## config.mk

```make
export PLATFORM = sky130hd
export DESIGN_NAME = pwb_page_commit
export DESIGN_NICKNAME = d
export VERILOG_FILES = /design/src/rtl/pwb_pkg.sv /design/src/rtl/pwb_page_latch.sv /design/src/rtl/pwb_wr_timer.sv /design/src/rtl/pwb_commit_seq.sv /design/src/rtl/pwb_page_commit.sv
export SDC_FILE = /design/constraint.sdc
export NUM_CORES = 1
export LEC_CHECK = 0
export BUFFER_PORTS_ARGS = -buffer_cell sky130_fd_sc_hd__buf_4
export CAP_MARGIN = 20
export CORE_MARGIN = 2
export CORE_UTILIZATION = 61
export CTS_CLUSTER_SIZE = 8
export DETAILED_ROUTE_END_ITERATION = 12
export PLACE_DENSITY = 0.8
export SLEW_MARGIN = 10
export SYNTH_ARGS = -nofsm -noshare
export SYNTH_HDL_FRONTEND = slang
export SYNTH_SLANG_ARGS = --single-unit
```

## constraint.sdc

```tcl
create_clock -name clk -period 7.8 [get_ports clk]
set_clock_uncertainty 0.2 [all_clocks]
set_input_delay 0.78 -clock clk [delete_from_list [all_inputs] [get_ports clk]]
set_output_delay 0.78 -clock clk [all_outputs]
set_load 0.03 [all_outputs]
```

## src/rtl/pwb_pkg.sv

```systemverilog
package pwb_pkg;
  typedef enum logic [1:0] {
    ST_IDLE = 2'd0,
    ST_SCAN = 2'd1,
    ST_HOLD = 2'd2
  } pwb_state_e;

  localparam int unsigned BYTE_W = 8;
endpackage

```

## src/rtl/pwb_page_latch.sv

```systemverilog
module pwb_page_latch #(
  parameter int unsigned NUM = 16,
  parameter int unsigned DW  = 8,
  localparam int unsigned OW = $clog2(NUM)
) (
  input  logic          clk,
  input  logic          rst_n,
  input  logic          soft_clr,
  input  logic          kill,
  input  logic          wr_en,
  input  logic [OW-1:0] wr_off,
  input  logic [DW-1:0] wr_data,
  input  logic [OW-1:0] rd_idx,
  output logic          rd_valid,
  output logic [DW-1:0] rd_data,
  output logic          pend
);
  logic [NUM-1:0]         vld_q;
  logic [NUM-1:0]         vld_n;
  logic [NUM-1:0]         hit;
  logic [NUM-1:0][DW-1:0] data_q;

  // per-entry next state: a write hit sets the flag unless the whole latch is killed
  for (genvar gi = 0; gi < NUM; gi++) begin : g_ent
    assign hit[gi]   = wr_en && (wr_off == OW'(gi));
    assign vld_n[gi] = !kill && (hit[gi] || (vld_q[gi] && !soft_clr));
  end

  always_ff @(posedge clk or negedge rst_n) begin
    if (!rst_n) begin
      vld_q <= '0;
    end else begin
      vld_q <= vld_n;
    end
  end

  always_ff @(posedge clk or negedge rst_n) begin
    if (!rst_n) begin
      data_q <= '0;
    end else begin
      for (int i = 0; i < NUM; i++) begin
        if (hit[i]) begin
          data_q[i] <= wr_data;
        end
      end
    end
  end

  assign rd_valid = vld_q[rd_idx];
  assign rd_data  = data_q[rd_idx];
  assign pend     = wr_en || ((|vld_q) && !soft_clr);

  // a strobe that is not killed must leave its offset valid
  AST_HIT_LATCHED: assert property (@(posedge clk) disable iff (!rst_n)
    (wr_en && !kill) |=> vld_q[$past(wr_off)]) else $error("hit lost");
endmodule

```

## src/rtl/pwb_wr_timer.sv

```systemverilog
module pwb_wr_timer #(
  parameter int unsigned CYC = 625000,
  localparam int unsigned CW = $clog2(CYC + 1)
) (
  input  logic clk,
  input  logic rst_n,
  input  logic start,
  output logic zero
);
  logic [CW-1:0] cnt_q;
  logic [CW-1:0] cnt_n;

  always_comb begin
    cnt_n = cnt_q;
    if (start) begin
      cnt_n = CW'(CYC - 1);
    end else if (cnt_q != '0) begin
      cnt_n = cnt_q - 1'b1;
    end
  end

  always_ff @(posedge clk or negedge rst_n) begin
    if (!rst_n) begin
      cnt_q <= '0;
    end else begin
      cnt_q <= cnt_n;
    end
  end

  assign zero = (cnt_q == '0);
endmodule

```

## src/rtl/pwb_commit_seq.sv

```systemverilog
module pwb_commit_seq
  import pwb_pkg::*;
#(
  parameter int unsigned NUM       = 16,
  parameter int unsigned WR_CYCLES = 625000,
  localparam int unsigned OW  = $clog2(NUM),
  localparam int unsigned CYC = (WR_CYCLES > NUM) ? WR_CYCLES : NUM + 1
) (
  input  logic          clk,
  input  logic          rst_n,
  input  logic          stop_pls,
  input  logic          pend,
  input  logic          prot,
  output logic          busy,
  output logic          scan_en,
  output logic [OW-1:0] scan_idx,
  output logic          kill
);
  pwb_state_e    state_q;
  pwb_state_e    state_n;
  logic [OW-1:0] idx_q;
  logic [OW-1:0] idx_n;
  logic          go;
  logic          drop;
  logic          scan_last;
  logic          tmr_zero;

  assign go        = stop_pls && (state_q == ST_IDLE) && pend && !prot;
  assign drop      = stop_pls && (state_q == ST_IDLE) && pend && prot;
  assign scan_last = (state_q == ST_SCAN) && (idx_q == OW'(NUM - 1));

  pwb_wr_timer #(.CYC(CYC)) tmr_i (
    .clk   (clk),
    .rst_n (rst_n),
    .start (go),
    .zero  (tmr_zero)
  );

  always_comb begin
    state_n = state_q;
    idx_n   = idx_q;
    unique case (state_q)
      ST_IDLE: begin
        idx_n = '0;
        if (go) begin
          state_n = ST_SCAN;
        end
      end
      ST_SCAN: begin
        idx_n = idx_q + 1'b1;
        if (scan_last) begin
          state_n = ST_HOLD;
        end
      end
      ST_HOLD: begin
        if (tmr_zero) begin
          state_n = ST_IDLE;
        end
      end
      default: begin
        state_n = ST_IDLE;
      end
    endcase
  end

  always_ff @(posedge clk or negedge rst_n) begin
    if (!rst_n) begin
      state_q <= ST_IDLE;
      idx_q   <= '0;
    end else begin
      state_q <= state_n;
      idx_q   <= idx_n;
    end
  end

  assign busy     = (state_q != ST_IDLE);
  assign scan_en  = (state_q == ST_SCAN);
  assign scan_idx = idx_q;
  assign kill     = drop || scan_last;

  // the scan of all offsets must end well before the timed cycle expires
  AST_SCAN_BEFORE_EXPIRY: assert property (@(posedge clk) disable iff (!rst_n)
    (state_q == ST_SCAN) |-> !tmr_zero) else $error("timer expired in scan");
endmodule

```

## src/rtl/pwb_page_commit.sv

```systemverilog
module pwb_page_commit
  import pwb_pkg::*;
#(
  parameter int unsigned ADDR_W     = 11,
  parameter int unsigned PAGE_BYTES = 16,
  parameter int unsigned WR_CYCLES  = 625000
) (
  input  logic                                clk,
  input  logic                                rst_n,
  input  logic                                txn_start,
  input  logic [ADDR_W-$clog2(PAGE_BYTES)-1:0] txn_page,
  input  logic                                byte_vld,
  input  logic [$clog2(PAGE_BYTES)-1:0]        byte_off,
  input  logic [7:0]                          byte_data,
  input  logic                                stop_pls,
  input  logic                                wp,
  output logic                                busy,
  output logic                                mem_we,
  output logic [ADDR_W-1:0]                   mem_addr,
  output logic [7:0]                          mem_wdata
);
  localparam int unsigned OW = $clog2(PAGE_BYTES);
  localparam int unsigned PW = ADDR_W - OW;

  logic [1:0]        rst_sync_q;
  logic              rst_core_n;
  logic [PW-1:0]     page_q;
  logic              txn_acc;
  logic              byte_acc;
  logic              prot;
  logic              pend;
  logic              kill;
  logic              scan_en;
  logic [OW-1:0]     scan_idx;
  logic              rd_valid;
  logic [BYTE_W-1:0] rd_data;

  // asynchronous assertion, synchronous release
  always_ff @(posedge clk or negedge rst_n) begin
    if (!rst_n) begin
      rst_sync_q <= 2'b00;
    end else begin
      rst_sync_q <= {rst_sync_q[0], 1'b1};
    end
  end
  assign rst_core_n = rst_sync_q[1];

  assign txn_acc  = txn_start && !busy && !stop_pls;
  assign byte_acc = byte_vld && !busy;
  assign prot     = wp && page_q[PW-1];

  always_ff @(posedge clk or negedge rst_core_n) begin
    if (!rst_core_n) begin
      page_q <= '0;
    end else if (txn_acc) begin
      page_q <= txn_page;
    end
  end

  pwb_page_latch #(.NUM(PAGE_BYTES), .DW(BYTE_W)) latch_i (
    .clk      (clk),
    .rst_n    (rst_core_n),
    .soft_clr (txn_acc),
    .kill     (kill),
    .wr_en    (byte_acc),
    .wr_off   (byte_off),
    .wr_data  (byte_data),
    .rd_idx   (scan_idx),
    .rd_valid (rd_valid),
    .rd_data  (rd_data),
    .pend     (pend)
  );

  pwb_commit_seq #(.NUM(PAGE_BYTES), .WR_CYCLES(WR_CYCLES)) seq_i (
    .clk      (clk),
    .rst_n    (rst_core_n),
    .stop_pls (stop_pls),
    .pend     (pend),
    .prot     (prot),
    .busy     (busy),
    .scan_en  (scan_en),
    .scan_idx (scan_idx),
    .kill     (kill)
  );

  assign mem_we    = scan_en && rd_valid;
  assign mem_addr  = {page_q, scan_idx};
  assign mem_wdata = rd_data;

  AST_WE_INSIDE_BUSY: assert property (@(posedge clk) disable iff (!rst_core_n)
    mem_we |-> busy) else $error("write outside cycle");
  AST_BUSY_FROM_STOP: assert property (@(posedge clk) disable iff (!rst_core_n)
    $rose(busy) |-> $past(stop_pls)) else $error("cycle without stop");
  AST_EMPTY_NO_CYCLE: assert property (@(posedge clk) disable iff (!rst_core_n)
    $rose(busy) |-> $past(pend)) else $error("cycle on empty latch");
  AST_PROT_NO_CYCLE: assert property (@(posedge clk) disable iff (!rst_core_n)
    $rose(busy) |-> !$past(prot)) else $error("cycle on protected page");
  AST_PAGE_HELD: assert property (@(posedge clk) disable iff (!rst_core_n)
    (busy && $past(busy)) |-> $stable(page_q)) else $error("page moved while busy");
endmodule

```

Word level (Yosys, flattened, before mapping)
Cells that the tools add are included.
{"block": "op_classes", "addsub": 2, "n_lt_le_gt_ge": 1, "eq_ne": 21, "muxes": 11, "n_reduce_logical": 91}
{"cell": "$logic_and A1 B1 Y1", "n": 59}
{"cell": "$mux W20", "n": 2}
{"cell": "$eq A4 B4 Y1 const B", "n": 9}
{"cell": "$bmux W8 S4", "n": 1}
{"cell": "$logic_not A20 Y1", "n": 1}
{"cell": "$reduce_bool A20 Y1", "n": 1}
{"cell": "$sub A20 B1 Y20 const B", "n": 1}
{"cell": "$logic_or A1 B1 Y1", "n": 18}
{"cell": "$eq A4 B3 Y1 const B", "n": 4}
{"cell": "$reduce_or A16 Y1", "n": 1}
{"cell": "$eq A4 B2 Y1 const B", "n": 2}
{"cell": "$mux W8", "n": 1}
{"cell": "$pmux W4 S2", "n": 1}
{"cell": "$mux W2", "n": 3}
{"cell": "$pmux W2 S3", "n": 1}
{"cell": "$reduce_bool A2 Y1", "n": 3}
{"cell": "$logic_not A1 Y1", "n": 5}
{"cell": "$lt A4 B5 Y1 const B", "n": 1}
{"cell": "$add A4 B1 Y4 const B", "n": 1}
{"cell": "$bmux W1 S4", "n": 1}
{"cell": "$eq A4 B1 Y1 const B", "n": 1}
{"cell": "$logic_not A4 Y1", "n": 1}
{"cell": "$ne A2 B1 Y1 const B", "n": 2}
{"cell": "$reduce_and A3 Y1", "n": 1}
{"cell": "other kinds (5)", "n": 5}
{"block": "word_totals", "register_bits": 179, "inputBits": 25, "output_inout_bits": 21, "word_cells": 148}

Longest topological paths before layout
Gate-level depths: netlist of the first run.
{"block": "depth", "ltp_word": 12, "mapped_depth": 8}

Cells and area by module
From an unflattened synthesis of the first run, not the netlist that was laid out.
{"block": "unflattened", "hier_cells": 610, "area_unflattened_um2": 8627.0}
{"module": "pwb_page_latch", "instances": 1, "cells_per_inst": 441, "area_each_um2": 6805.3, "seq_area_each_um2": 3603.5}
{"module": "pwb_wr_timer", "instances": 1, "cells_per_inst": 115, "area_each_um2": 1159.9, "seq_area_each_um2": 500.5}
{"module": "pwb_page_commit", "instances": 1, "cells_per_inst": 21, "area_each_um2": 345.3, "seq_area_each_um2": 225.2}
{"module": "pwb_commit_seq", "instances": 1, "cells_per_inst": 33, "area_each_um2": 316.6, "seq_area_each_um2": 150.1}

Worst setup path after synthesis of the first run
No wires, ideal clock.
{"block": "synth_path", "path_type": "reg-to-output", "from": "register seq_i.idx_q[0], in the netlist seq_i.scan_idx[0]", "to": "output mem_wdata[0]", "t_arrival_ns": 2.290, "t_required_ns": 6.820, "path_slack_ns": 4.530, "stages_incl_launch_ff": 5, "n_path_buf": 2, "cell_sequence": "dfrtp_1 -> buf_2 -> buf_2 -> mux4_2 -> mux4_2"}
{"block": "synth_between", "elab_chain_cells": 2}
{"element": "from (decl)", "line_no": "pwb_commit_seq.sv:21", "source": "logic [OW-1:0] idx_q;"}
{"element": "from (signal assigned)", "line_no": "pwb_commit_seq.sv:72", "source": "idx_q <= idx_n;"}
{"element": "$bmux W8 S4", "line_no": "pwb_page_latch.sv:50", "source": "assign rd_data = data_q[rd_idx];"}
{"element": "$mux W8 (implied by the code)", "line_no": "pwb_page_latch.sv:50"}
{"element": "to (decl)", "line_no": "pwb_page_commit.sv:20", "source": "output logic [7:0] mem_wdata"}
Every way passes these cells. The select of a mux whose other input is x is not followed.

Final worst setup path of the first run
{"block": "layout_path", "from": "register seq_i.idx_q[0], in the netlist seq_i.scan_idx[0]", "to": "output mem_wdata[6]"}
The elaborated chain is that of the path after synthesis.

==> impl_metrics.ini, run 1 <==
[run_status]
status = finished clean

[floorplanning]
die_h_microns = 120
coreArea_sq_um = 13200
rows = 42
ios = 46
start_util = 0.624
dieArea_sq_um = 14500
fp.dieW_microns = 120

[power]
p_per_area_nw_per_um2 = 190
p_int_mw = 1.39
p_seq_frac = 0.525
pwr-share-comb = 0.025
netSwitchingFraction = 0.218
vdd_drop_max_mv = 0.154
p_leak_nw = 4.39
switching_power_mw = 0.388
finalPower_mw = 1.78
pwr-share-clk = 0.450

[yosys]
synth_cells = 577
synth_cell_types = 53
ys.flop_type = dfrtp_1
syn_nets = 605
synth_seq_area_share = 0.542
syn_area_sq_um = 8260
syn_avg_cell_area_sq_um = 14.3
async_flop_share = 1.00
synth_edf_count = 0
ys_seq_elements = 179
ys.warnings.count = 0

[final_layout]
multiInputGateArea_sq_um = 3640
area_growth_pct = 13.3
fillers = 891
fin_nets = 649
register_area_sq_um = 4480
drive_gt1_frac = 0.432
final_common_cell = dfrtp_1
antenna_cells = 0
layout_common_cells = dfrtp_1 (177), mux2_2 (125), buf_4 (51)

[sta]
slew_headroom = 0.387
fmax_mhz = 256
setup_viol = 0
period_share = 0.501
setup_tns_ns = 0
min_period_ns = 3.91
drv_slew = 0
worstMarginPinSlew_ns = 0.917
hold_viol = 0
grt_setup_unrepaired = false

[routing]
post_drt_via_cell_ratio = 6.25
wirelength_microns = 17500
dr.pass1.iters = 5
drtAntennaViolNets = 0
post-route-drc-count = 0
initialDrtViolationCount = 456
vias = 5051
drt-wirelength-per-cell_microns = 21.7

[global_route]
grtUsageTotal = 0.267
grt_pass1_wl_microns = 29000
grt_max_degree = 88
gr-total-overflow = 0
antenna_found_initial = 0
grt_pass1_vias = 5377

[placement]
dpl.hpwl_microns = 10900
io_buffers = 45
place_congestion = 0.842

[cts]
clockBufferDepth = 2
cts_sinks = 179
ctsResizeCount = 0
clkLatencyLatePin_ns = 0.42
cts_tree = built
ctsRootBufferMaster = clkbuf_16
h-tree-depth = 4
path_clk_slew_ns = 0.06
postCtsSetupBuffers = 0
numCtsBuffers = 17

[critical_path]
arrival_ns = 2.93
end_kind = output pin
worstSetupPathType = reg2out
path_max_fanout = 22
crit_required_ns = 6.82
start_kind = flip-flop

[run]
maxCapViolations = 0

[min_path]
hold_path.class = reg2async
-- registers in the layout (all words and copies together), names as in the netlist --
name               flops
latch_i.data_q       128
latch_i.vld_q         16
page_q                 7
rst_sync_q             2
seq_i.scan_idx         4
seq_i.state_q          2
seq_i.tmr_i.cnt_q     20
-- worst max-delay path, cell delays in order, from the launching register on --
cell and delay (ns):
dfrtp_2 0.74, buf_4 0.49, mux4_2 0.56, mux4_2 0.51, buf_4 0.19
-- Yosys cell counts, types with 2 or more instances --
library cell | count | area [sq um]
dfrtp_1 | 179 | 4480
or3_1 | 2 | 12.5
mux2_1 | 11 | 124
xnor2_1 | 8 | 70.1
o211ai_1 | 2 | 15.0
buf_2 | 3 | 15.0
nand3_1 | 8 | 40.0
mux2_2 | 125 | 1410
nor4_1 | 4 | 25.0
nand3b_1 | 2 | 15.0
inv_1 | 4 | 15.0
nand2_1 | 32 | 120
o31ai_1 | 2 | 15.0
nor4_4 | 2 | 42.5
nand2b_1 | 7 | 43.8
nand4b_1 | 2 | 17.5
ha_1 | 3 | 37.5
mux4_2 | 45 | 1010
or2_2 | 2 | 12.5
a21oi_1 | 24 | 120
a2111oi_0 | 2 | 17.5
nor2_1 | 26 | 97.6
nor2_2 | 7 | 43.8
clkbuf_1 | 24 | 90.1
nand4_1 | 4 | 25.0
buf_1 | 2 | 7.51
a211oi_1 | 3 | 22.5
nor3_1 | 7 | 35.0
and2_1 | 2 | 12.5
o21ai_1 | 3 | 15.0
nor2b_1 | 4 | 25.0
o21ai_0 | 5 | 25.0
-- cell type report --
class | count | area share
repair buffers | 55 | 0.0478
multi-input cells | 364 | 0.389
clock inverters | 11 | 0.0111
flip-flops and latches | 179 | 0.479
inverters | 4 | 0.00161
well taps | 176 | 0.0235
clock buffers | 19 | 0.0474
-- logic make-up (layout without fill, tap and decap cells) --
group                    count (synthesis)  in the layout  synth area share
AO/OA/AOI/OAI                           46             46            0.0329
AND/OR/NAND/NOR                        124            124            0.0850
flip-flops                             179            179             0.542
buffers and inverters                   34             89            0.0168
multiplexers                           182            182             0.309
XOR/XNOR                                 8              8           0.00849
other                                    1              1          0.000454
adder cells (fa/ha/maj)                  3              3           0.00455
-- routing by layer --
metal  vias up  wire length (microns)  track usage
li1       2234                      -            -
met1      2649                   7570        0.359
met2       142                   8760        0.442
met3        26                    902       0.0575
met4         0                    286       0.0821
met5         -                      0            0
-- path summary, 6_finish.rpt --
kind	from	endpoint	slack (ns)	cells after the start
setup / recovery	seq_i.scan_idx[0]	mem_wdata[6]	3.89	4
setup reg to reg	seq_i.scan_idx[0]	latch_i.vld_q[13]	5.12	7
max in group asynchronous	rst_sync_q[1]	seq_i.scan_idx[0]	6.22	1
hold reg to reg	rst_sync_q[1]	seq_i.tmr_i.cnt_q[1]	0.003	0
min in group clk	rst_sync_q[0]	rst_sync_q[1]	0.16	0
hold / removal	rst_sync_q[1]	seq_i.tmr_i.cnt_q[1]	0.003	0
-- per-stage QoR --
stage / util / setup slack, ns / hold slack, ns / std cells / cell area [sq um]
detailed placement: 0.660 / 4.29 / 0.00829 / 773 / 8730
CTS: 0.702 / 3.82 / 0.0154 / 804 / 9290
finish: 0.706 / 3.89 / 0.00297 / 808 / 9350
floorplan: - / 2.24 / 0.131 / 577 / 8260
global placement: 0.660 / 4.32 / 0.00290 / 773 / 8730
global route: 0.706 / 3.72 / 0.0395 / 808 / 9350
-- power by group through the flow --
| stage | Clock (mW) | Combinational [mW] | Sequential (mW) |
|---|---|---|---|
| 2_1_floorplan | 0 | 0.0120 | 0.963 |
| 3_3_place_gp | 0 | 0.0414 | 0.953 |
| 3_5_place_dp | 0 | 0.0434 | 0.953 |
| 4_1_cts | 0.811 | 0.0438 | 0.936 |
| 5_1_grt | 0.848 | 0.0510 | 0.936 |
| 6_report | 0.801 | 0.0447 | 0.936 |
-- timing repair --
action / in CTS / in global routing
setup endpoints to repair: 0 / 0
hold buffers: 1 / 0
endpoints found under the hold margin: 2 / 0
Power figures use the tool's default switching activity.
==> run 2: changes to the inputs <==
- clock period: 7.8 -> 3.6 ns (I/O delays scaled with it)
==> run 2 against run 1 <==
- routed wire length rose by 0.71%
- final area rose by 0.51%
- sequential power rose by 120%
- register-to-register slack worse by 4.2 ns
- largest cell class unchanged
- highest routed layer unchanged
==> impl_metrics.ini, run 2 (synthesis gave the netlist of run 1 again) <==
[run_status]
status = finished clean

[final_layout]
largest_register = latch_i.data_q
drive_gt1_frac = 0.422
final_common_cell = dfrtp_1
area_growth_pct = 13.8
layout_common_cells = dfrtp_1 (177), mux2_2 (125), buf_4 (51)
fillers = 879
register_area_sq_um = 4480
multiInputGateArea_sq_um = 3640
finalNonFillerCells = 816
fin_nets = 655
largest_reg_flops = 128
antenna_cells = 0
reg.largest.list = latch_i.data_q: 128 flops, seq_i.tmr_i.cnt_q: 20 flops, latch_i.vld_q: 16 flops

[critical_path]
cp_slowest_cell = dfrtp_1
reg2reg_from = seq_i.state_q[1]
rr_worst_depth = 4
path_max_fanout = 9
timing.critical_path.to = mem_we
worstSetupPathType = reg2out
critPathMostFrequentCell = mux4_2
r2r-end = latch_i.data_q[33]
arrival_ns = 2.57
crit_chain = mux4_2 > mux4_2 > and2_1 > buf_4
crit_required_ns = 3.04
slowest_delay_ns = 0.76
start_kind = flip-flop
reg2reg_slack_ns = 0.93
end_kind = output pin
crit_start = seq_i.scan_idx[2]

[cts]
cts_sinks = 179
h-tree-depth = 4
clockBufferDepth = 2
path_clk_slew_ns = 0.06
numCtsBuffers = 17
ctsHoldBuffers = 8
ctsResizeCount = 0
clkLatencyLatePin_ns = 0.42
postCtsSetupBuffers = 0
cts_tree = built
ctsRootBufferMaster = clkbuf_16

[placement]
place_congestion = 0.808
io_buffers = 45
dpl.hpwl_microns = 10800
preCtsSetupSlack_ns = 0.905
placed_cells = 775

[min_path]
hold_path.class = in2reg
whs_path_depth = 3

[power]
p_leak_nw = 4.42
p_per_area_nw_per_um2 = 408
vdd_drop_max_mv = 0.339
finalPower_mw = 3.84

[routing]
dr.pass1.iters = 5
drt-wirelength-per-cell_microns = 21.6
vias = 5070
drtAntennaViolNets = 0
post-route-drc-count = 0
wirelength_microns = 17600
post_drt_via_cell_ratio = 6.21
initialDrtViolationCount = 396

[floorplanning]
coreArea_sq_um = 13200
die_h_microns = 120
dieArea_sq_um = 14500
start_util = 0.624
fp.dieW_microns = 120
rows = 42
ios = 46

[sta]
slew_headroom = 0.370
min_period_ns = 3.13
setup_tns_ns = 0
hold_viol = 0
fin_ws_ns = 0.473
drv_slew = 0
grt_setup_unrepaired = false
hold_slack_ns = 0.0479
fmax_mhz = 320
worstMarginPinSlew_ns = 0.942
setup_viol = 0
period_share = 0.869

[global_route]
gr-total-overflow = 0
antenna_found_initial = 0
grt_pass1_wl_microns = 28600
grtUsageTotal = 0.267
grt_max_degree = 64
grt_pass1_vias = 5384

[run]
maxCapViolations = 0
## run 2: cell count changes in the layout (fill, tap and decap cells not counted), moves of 2 or more
cell	change
clkbuf_1	+4
buf_12	+2
dlygate4sd3_1	+7
clkinv_2	+2
inv_6	-2
## run 2: critical path: cells and delay by family (launching register included)
family | cells | cell delay (ns)
mux | 2 | 1.05
flops | 1 | 0.76
simple gates | 1 | 0.17
buf+inv | 1 | 0.16
## run 2: worst min-delay path by stage
stage	to	from	slack, ns
2_1_floorplan	rst_sync_q[0]	rst_n	-0.14
3_3_place_gp	rst_sync_q[0]	rst_n	-0.06
3_5_place_dp	rst_sync_q[0]	rst_n	-0.06
4_1_cts	seq_i.state_q[0]	stop_pls	0.03
5_1_grt	seq_i.state_q[0]	stop_pls	0.06
6_report	seq_i.state_q[0]	stop_pls	0.05
## run 2: final cells by class
| class | count | area share |
|---|---|---|
| clock buffers | 23 | 0.0487 |
| clock inverters | 9 | 0.00852 |
| inverters | 4 | 0.00160 |
| multi-input cells | 364 | 0.387 |
| flip-flops and latches | 179 | 0.477 |
| well taps | 176 | 0.0234 |
| repair buffers | 61 | 0.0535 |
## run 2: report_power, final
part	internal, mW	switching, mW
registers	2.02	0.0164
clock network	0.968	0.743
logic	0.0355	0.0571
total	3.02	0.817
## run 2: routing by layer
metal | share of wire | global-route usage | up-vias
li1 | - | - | 2230
met1 | 0.40 | 0.343 | 2644
met2 | 0.52 | 0.443 | 157
met3 | 0.052 | 0.0528 | 39
met4 | 0.030 | 0.123 | 0
met5 | 0 | 0 | -
## run 2: per-stage QoR
stage / cell area (sq um) / utilization
after floorplan: 8260 / -
after global placement: 8770 / 0.663
after detailed placement: 8770 / 0.663
after CTS: 9390 / 0.709
after global routing: 9400 / 0.710
final: 9400 / 0.710
